[src/rtl/write_gate_pkg.sv]
package write_gate_pkg;

  // Control-to-datapath strobe bundle
  typedef struct packed {
    logic pgNow;     // live power-good level
    logic lockDone;  // hold-off elapsed
    logic oeHigh;    // read enable sampled inactive
  } gateCtrl_t;

  function automatic int cntWidth(input int limit);
    return (limit < 1) ? 1 : $clog2(limit + 1);
  endfunction

endpackage

[src/rtl/write_gate_filt.sv]
module write_gate_filt #(
  parameter int MIN_WIDTH = 2
) (
  input  logic clk,
  input  logic rstN,
  input  logic rawN,
  output logic filtN
);
  localparam int CW = write_gate_pkg::cntWidth(MIN_WIDTH);
  localparam logic [CW-1:0] RUN_MAX = CW'(MIN_WIDTH);

  logic [CW-1:0] lowRun;

  // Count consecutive low samples, saturating at the threshold.
  always_ff @(posedge clk or negedge rstN) begin
    if (!rstN)                lowRun <= '0;
    else if (rawN)            lowRun <= '0;
    else if (lowRun != RUN_MAX) lowRun <= lowRun + 1'b1;
  end

  assign filtN = (lowRun != RUN_MAX);
endmodule

[src/rtl/write_gate_ctrl.sv]
module write_gate_ctrl #(
  parameter int LOCK_CYCLES = 625000
) (
  input  logic clk,
  input  logic rstN,
  input  logic powerGood,
  input  logic oeRawN,
  output write_gate_pkg::gateCtrl_t ctrlBus
);
  localparam int LW = write_gate_pkg::cntWidth(LOCK_CYCLES);
  localparam logic [LW-1:0] LOCK_MAX = LW'(LOCK_CYCLES);

  logic [LW-1:0] lockCnt;
  logic          oeHigh;

  // Hold-off counter: cleared whenever power-good is low.
  always_ff @(posedge clk or negedge rstN) begin
    if (!rstN)                  lockCnt <= '0;
    else if (!powerGood)        lockCnt <= '0;
    else if (lockCnt != LOCK_MAX) lockCnt <= lockCnt + 1'b1;
  end

  // Read enable level, sampled once per cycle.
  always_ff @(posedge clk or negedge rstN) begin
    if (!rstN) oeHigh <= 1'b0;
    else       oeHigh <= oeRawN;
  end

  always_comb begin
    ctrlBus.pgNow    = powerGood;
    ctrlBus.lockDone = (lockCnt == LOCK_MAX);
    ctrlBus.oeHigh   = oeHigh;
  end
endmodule

[src/rtl/write_gate_dp.sv]
module write_gate_dp #(
  parameter int MIN_WIDTH = 2
) (
  input  logic clk,
  input  logic rstN,
  input  logic ceRawN,
  input  logic weRawN,
  input  write_gate_pkg::gateCtrl_t ctrlBus,
  output logic ceFiltN,
  output logic weFiltN,
  output logic writeAllow
);
  localparam int N_STROBE = 2;

  logic [N_STROBE-1:0] rawVec;
  logic [N_STROBE-1:0] filtVec;

  assign rawVec = {ceRawN, weRawN};

  // One deglitch filter per write-related strobe.
  for (genvar g = 0; g < N_STROBE; g++) begin : g_filt
    write_gate_filt #(.MIN_WIDTH(MIN_WIDTH)) i_filt (
      .clk  (clk),
      .rstN (rstN),
      .rawN (rawVec[g]),
      .filtN(filtVec[g])
    );
  end

  assign weFiltN = filtVec[0];
  assign ceFiltN = filtVec[1];

  // The single gate that combines all three protections.
  assign writeAllow = ctrlBus.pgNow & ctrlBus.lockDone & ctrlBus.oeHigh & ~(|filtVec);
endmodule

[src/rtl/write_gate.sv]
module write_gate #(
  parameter int LOCK_CYCLES = 625000,
  parameter int MIN_WIDTH   = 2
) (
  input  logic clk,
  input  logic rstN,
  input  logic powerGood,
  input  logic ceRawN,
  input  logic weRawN,
  input  logic oeRawN,
  output logic ceFiltN,
  output logic weFiltN,
  output logic writeAllow,
  output logic lockDone
);
  write_gate_pkg::gateCtrl_t ctrlBus;

  write_gate_ctrl #(.LOCK_CYCLES(LOCK_CYCLES)) i_ctrl (
    .clk      (clk),
    .rstN     (rstN),
    .powerGood(powerGood),
    .oeRawN   (oeRawN),
    .ctrlBus  (ctrlBus)
  );

  write_gate_dp #(.MIN_WIDTH(MIN_WIDTH)) i_dp (
    .clk       (clk),
    .rstN      (rstN),
    .ceRawN    (ceRawN),
    .weRawN    (weRawN),
    .ctrlBus   (ctrlBus),
    .ceFiltN   (ceFiltN),
    .weFiltN   (weFiltN),
    .writeAllow(writeAllow)
  );

  assign lockDone = ctrlBus.lockDone;
endmodule

[config.mk]
export PLATFORM = sky130hd
export DESIGN_NAME = write_gate
export DESIGN_NICKNAME = d
export VERILOG_FILES = /design/src/rtl/write_gate_pkg.sv /design/src/rtl/write_gate_filt.sv /design/src/rtl/write_gate_ctrl.sv /design/src/rtl/write_gate_dp.sv /design/src/rtl/write_gate.sv
export SDC_FILE = /design/constraint.sdc
export NUM_CORES = 1
export LEC_CHECK = 0
export ABC_CLOCK_PERIOD_IN_PS = 3120
export BUFFER_PORTS_ARGS = -buffer_cell sky130_fd_sc_hd__buf_2
export CAP_MARGIN = 30
export CORE_UTILIZATION = 60
export CTS_CLUSTER_SIZE = 14
export DETAILED_ROUTE_END_ITERATION = 16
export GPL_ROUTABILITY_DRIVEN = 0
export PLACE_DENSITY_LB_ADDON = 0.25
export SLEW_MARGIN = 5
export SYNTH_ARGS = -nofsm -noshare
export SYNTH_HDL_FRONTEND = slang
export SYNTH_SLANG_ARGS = --single-unit
[constraint.sdc]
create_clock -name clk -period 3.12 [get_ports clk]
set_input_delay 0.312 -clock clk [delete_from_list [all_inputs] [get_ports clk]]
set_output_delay 0.312 -clock clk [all_outputs]
set_load 0.02 [all_outputs]
# After elaboration in Yosys (flattened, before gate mapping)
# Cells that the tools add are included.
# W data, S select, Z words.
totals:
  inputBits: 6
  wordCells: 25
  out_inout_bits: 4
  regBits: 25
op_classes:
  n_addsub: 3
  n_eq_ne: 5
  mux: 6
  n_reduce_logical: 3
  bitwise_logic: 4
ops:
  columns: ["operator", "n"]
  rows:
  - ["$mux W20", 2]
  - ["$add A20 B1 Y20 const B", 1]
  - ["$eq A20 B20 Y1 const B", 1]
  - ["$ne A20 B20 Y1 const B", 1]
  - ["$mux W2", 4]
  - ["$add A2 B1 Y2 const B", 2]
  - ["$ne A2 B2 Y1 const B", 2]
  - ["$reduce_bool A2 Y1", 2]
  - ["$and A1 B1 Y1", 3]
  - ["$ne A2 B1 Y1 const B", 1]
  - ["$reduce_or A2 Y1", 1]
  - ["$not A1 Y1", 1]

# Logic depth before layout (Yosys ltp)
depth:
  word_depth: 4
  ltp_mapped: 6

# Cells and area by module
# A second synthesis with hierarchy kept.
unflattened:
  cells_unflattened: 143
  area_unflattened_um2: 1382.6
by_module_without_submodules:
  columns: ["module", "cells_each", "seq_area_each_um2", "instances", "area_per_inst_um2"]
  rows:
  - ["write_gate_ctrl", 123, 525.5, 1, 1167.4]
  - ["write_gate_filt", 9, 50.0, 2, 101.3]
  - ["write_gate_dp", 2, 0.0, 1, 12.5]

# Worst setup path after synthesis
# OpenSTA, ideal clock, no wires.
synth_timing:
  path_type: "register to output"
  start: "reg i_ctrl.lockCnt[9]"
  end: "out writeAllow"
  setup_slack_ns: 1.081
  arrival_ns: 1.727
  stages_incl_launch_ff: 4
  path_cell_list: "dfrtp_1 -> nor4b_2 -> or4b_4 -> nor3_1"
synth_between:
  elab_chain_len: 4
synth_rtl:
  columns: ["item", "line", "rtl"]
  rows:
  - ["from (decl)", "write_gate_ctrl.sv:13", "logic [LW-1:0] lockCnt;"]
  - ["from (signal assigned)", "write_gate_ctrl.sv:20", "else if (lockCnt != LOCK_MAX) lockCnt <= lockCnt + 1'b1;"]
  - ["$eq A20 B20 Y1", "write_gate_ctrl.sv:31", "ctrlBus.lockDone = (lockCnt == LOCK_MAX);"]
  - ["$and A1 B1 Y1 (3 in a row)", "write_gate_dp.sv:34", "assign writeAllow = ctrlBus.pgNow & ctrlBus.lockDone & ctrlBus.oeHigh & ~(|filtVec);"]
  - ["to (decl)", "write_gate.sv:13", "output logic writeAllow,"]
# No other way between the ends.

# Final worst setup path
layout_timing:
  start: "reg i_ctrl.lockCnt[0]"
  end: "out writeAllow"
# The elaborated chain is that of the path after synthesis.

==> results.md <==
- Combinational cell fraction of total power: 21.6%
- Dominant cells by area after synthesis: dfrtp_1, xor2_1, nor2_1
- Synth Net Count: 146
- Via count: 1043
- DP HPWL: 1.82 mm
- Nets: 158
- Max_slew headroom: 60.6%
- Crit. End Element: output port
- Global-route wire length before repair: 4.32 mm
- Setup TNS: 0 ns
- Largest net degree at the start of global routing: 26
- Internal Power: 0.459 mW
- # IOs: 10
- Residual DRC count: 0
- Top cell type by total area after synthesis: dfrtp_1
- ANT cells: 0
- Distinct cells, synth: 30
- Mean routed wirelength per cell: 14.4 um
- Tot GR Track Use: 24.1%
- Final worst setup slack: 0.757 ns
- Final Slew Violations: 0
- CTS Buf Count: 3
- Maximum vdd drop: 0.000442 V
- Yosys warns: 0
- FMAX: 0.423 GHz
- Syn avg cell area: 9.69 um2
- Root buffer cell: clkbuf_4
- Max Cap Viol: 0
- WS Path Type: reg2out
- Final hold violations: 0
- Status: complete, no violations
- TritonCTS clock tree: done
- Die ar.: 2390 um2
- Core Box Area: 2020 um2
- Worst EP required: 2.81 ns
- Area Growth Syn to Fin: 7.79%
- Clock transition at path regs: 0.13 ns
- Layout cells sized above 1: 13.6%
- Post-layout util: 70.2%
- Endpoints failing setup: 0
- Sequential Area: 626 um2
- Startpoint types: flip-flop
- Min-delay worst type: in2reg
- H-tree depth: 1
- Max Clock Skew: 0.00951 ns
- Setup Fix Bufs, Post-CTS: 0
- Post-route minimum period: 2.36 ns
- Core Rows: 16
- Reg power frac: 55.7%
- # fillers: 161
- Insertion delay to the later sink of the worst-skew pair: 0.33 ns
- RSZ-0062 raised after global routing: false
- Switching Share: 31.2%
- Clock sink count: 25
- Vias in the first global route: 1015
- Area of the multi-input gates: 646 um2
- Starting DRT DRC Count: 20
- Yosys top cell area share: 47.5%
- Initial antenna violation count: 0
- Cells after synthesis: 136
- Die Ht: 48.9 um
- ANT nets after route: 0
- Pre-antenna DRT Iters: 4
- Die Width: 48.9 um
- Period utilization: 75.7%
- Initial Util: 65.2%
- Dpl ws: 1.17 ns
- IO Port Bufs: 9
- Critical path arrival: 2.05 ns
- Synth Register Bits: 25
- Sequential fraction of the synthesis area: 47.5%
- CP Max Fanout: 5
- Clock share of power: 22.7%
- Leakage: 0.624 nW
- Actual slew at the worst max-slew pin: 0.590 ns
- PwrDens: 470 nW/um2
- Via density per instance: 5.99
- Switching power: 0.208 mW
- Buffer levels on the longest clock path: 2
- Final WL: 2.51 mm
- Total grt overflow: 0
- Mapped Area: 1320 um2
-- cell families (layout without fill, tap and decap cells) --
family | Yosys count | after routing | share of synthesized area, %
AOI/OAI and AO/OA | 23 | 23 | 9.12
xor gates and xnor gates | 11 | 11 | 7.31
adders and majority gates | 4 | 4 | 3.80
and+or+nand+nor | 61 | 61 | 28.8
DFF | 25 | 25 | 47.5
buffers and inverters | 12 | 23 | 3.51
-- registers in the layout, indices dropped and copies added (netlist names) --
name and count:
i_dp.g_filt.i_filt.lowRun 4, i_ctrl.lockCnt 20, i_ctrl.oeHigh 1
-- placed cells by master, fill, tap and decap left out, drive strengths merged, types with 2 or more instances in the layout --
master  Yosys  routed
or4         3       3
dfrtp      25      25
nor4b       3       3
and3        3       3
o31ai       2       2
clkbuf      2       4
o21ai       9       9
ha          4       4
nand3      10      10
buf         1       9
xor2       10      10
nand2       6       6
a21oi      12      12
inv         9       9
nor2       17      17
or3         5       5
and4        4       4
nand4       5       5
-- synth_stat cells --
master    count
dfrtp_1      25
clkbuf_1      2
nand2_1       6
nor4b_2       1
or4b_4        1
ha_1          4
o31ai_1       2
nor4bb_1      1
o21ai_0       6
buf_2         1
inv_1         9
and3_1        3
nor2_1       17
nand3_1       9
nand4_4       1
and4_1        1
and4_4        2
a21oi_1      12
xnor2_1       1
and2b_2       1
o21ai_1       3
xor2_1       10
or2b_1        1
nand3_2       1
nand4_1       4
nor4b_1       2
or4_1         3
nor3_1        1
and4_2        1
or3_1         5
-- power by group through the flow --
stage               sequential (mW)  clock (mW)  combinational [mW]
finish                        0.371       0.152               0.144
global route                  0.376       0.162               0.164
CTS                           0.372       0.148               0.146
detailed placement            0.379           0               0.143
global placement              0.376           0               0.134
floorplan                     0.373           0               0.106
-- final cells by class --
type | instances | share of cell area, %
repair buffers | 10 | 3.88
inverters | 9 | 2.38
well taps | 27 | 2.38
multi-input cells | 99 | 45.5
clock buffers | 4 | 1.85
flip-flops and latches | 25 | 44.1
-- critical path, stage by stage, from the launching register on --
cell	delay, ns
dfrtp_1	0.45
inv_1	0.09
ha_1	0.13
nor4bb_1	0.37
nand3_1	0.27
nor3_1	0.23
buf_2	0.19
-- metrics by stage --
step / instance area [um2] / std cells / hold slack (ns) / power (mW)
finish: 1420 / 174 / 0.0833 / 0.667
global route: 1420 / 174 / 0.0724 / 0.702
CTS: 1420 / 174 / 0.0843 / 0.666
detailed placement: 1380 / 169 / 0.328 / 0.522
global placement: 1380 / 169 / 0.323 / 0.510
floorplan: 1320 / 136 / 0.0164 / 0.480
-- per-layer routing --
| metal | up-vias | GRT usage [%] | wire [um] |
|---|---|---|---|
| met2 | 45 | 40.5 | 1200 |
| met5 | - | 0 | 0 |
| met1 | 490 | 29.9 | 1100 |
| met3 | 7 | 4.98 | 160 |
| met4 | 0 | 10.3 | 48 |
| li1 | 501 | - | - |
-- what timing repair did --
action	4_1_cts	5_1_grt
hold endpoints to repair	25	0
hold buffers	1	0
gates resized for setup	0	0
-- final timing paths --
kind,endpoint,startpoint,cells past startpoint,slack (ns)
min in group asynchronous,i_ctrl.lockCnt[15],rstN,2,0.48
max in group asynchronous,i_ctrl.lockCnt[0],rstN,2,2.27
worst min register to register,i_dp.g_filt[0].i_filt.lowRun[1],i_dp.g_filt[0].i_filt.lowRun[1],2,0.54
worst min-delay path,i_ctrl.oeHigh,oeRawN,1,0.08
worst max-delay path,writeAllow,i_ctrl.lockCnt[0],6,0.76
worst max register to register,i_ctrl.lockCnt[12],i_ctrl.lockCnt[1],5,1.33
(Power assumes the default switching activity.)
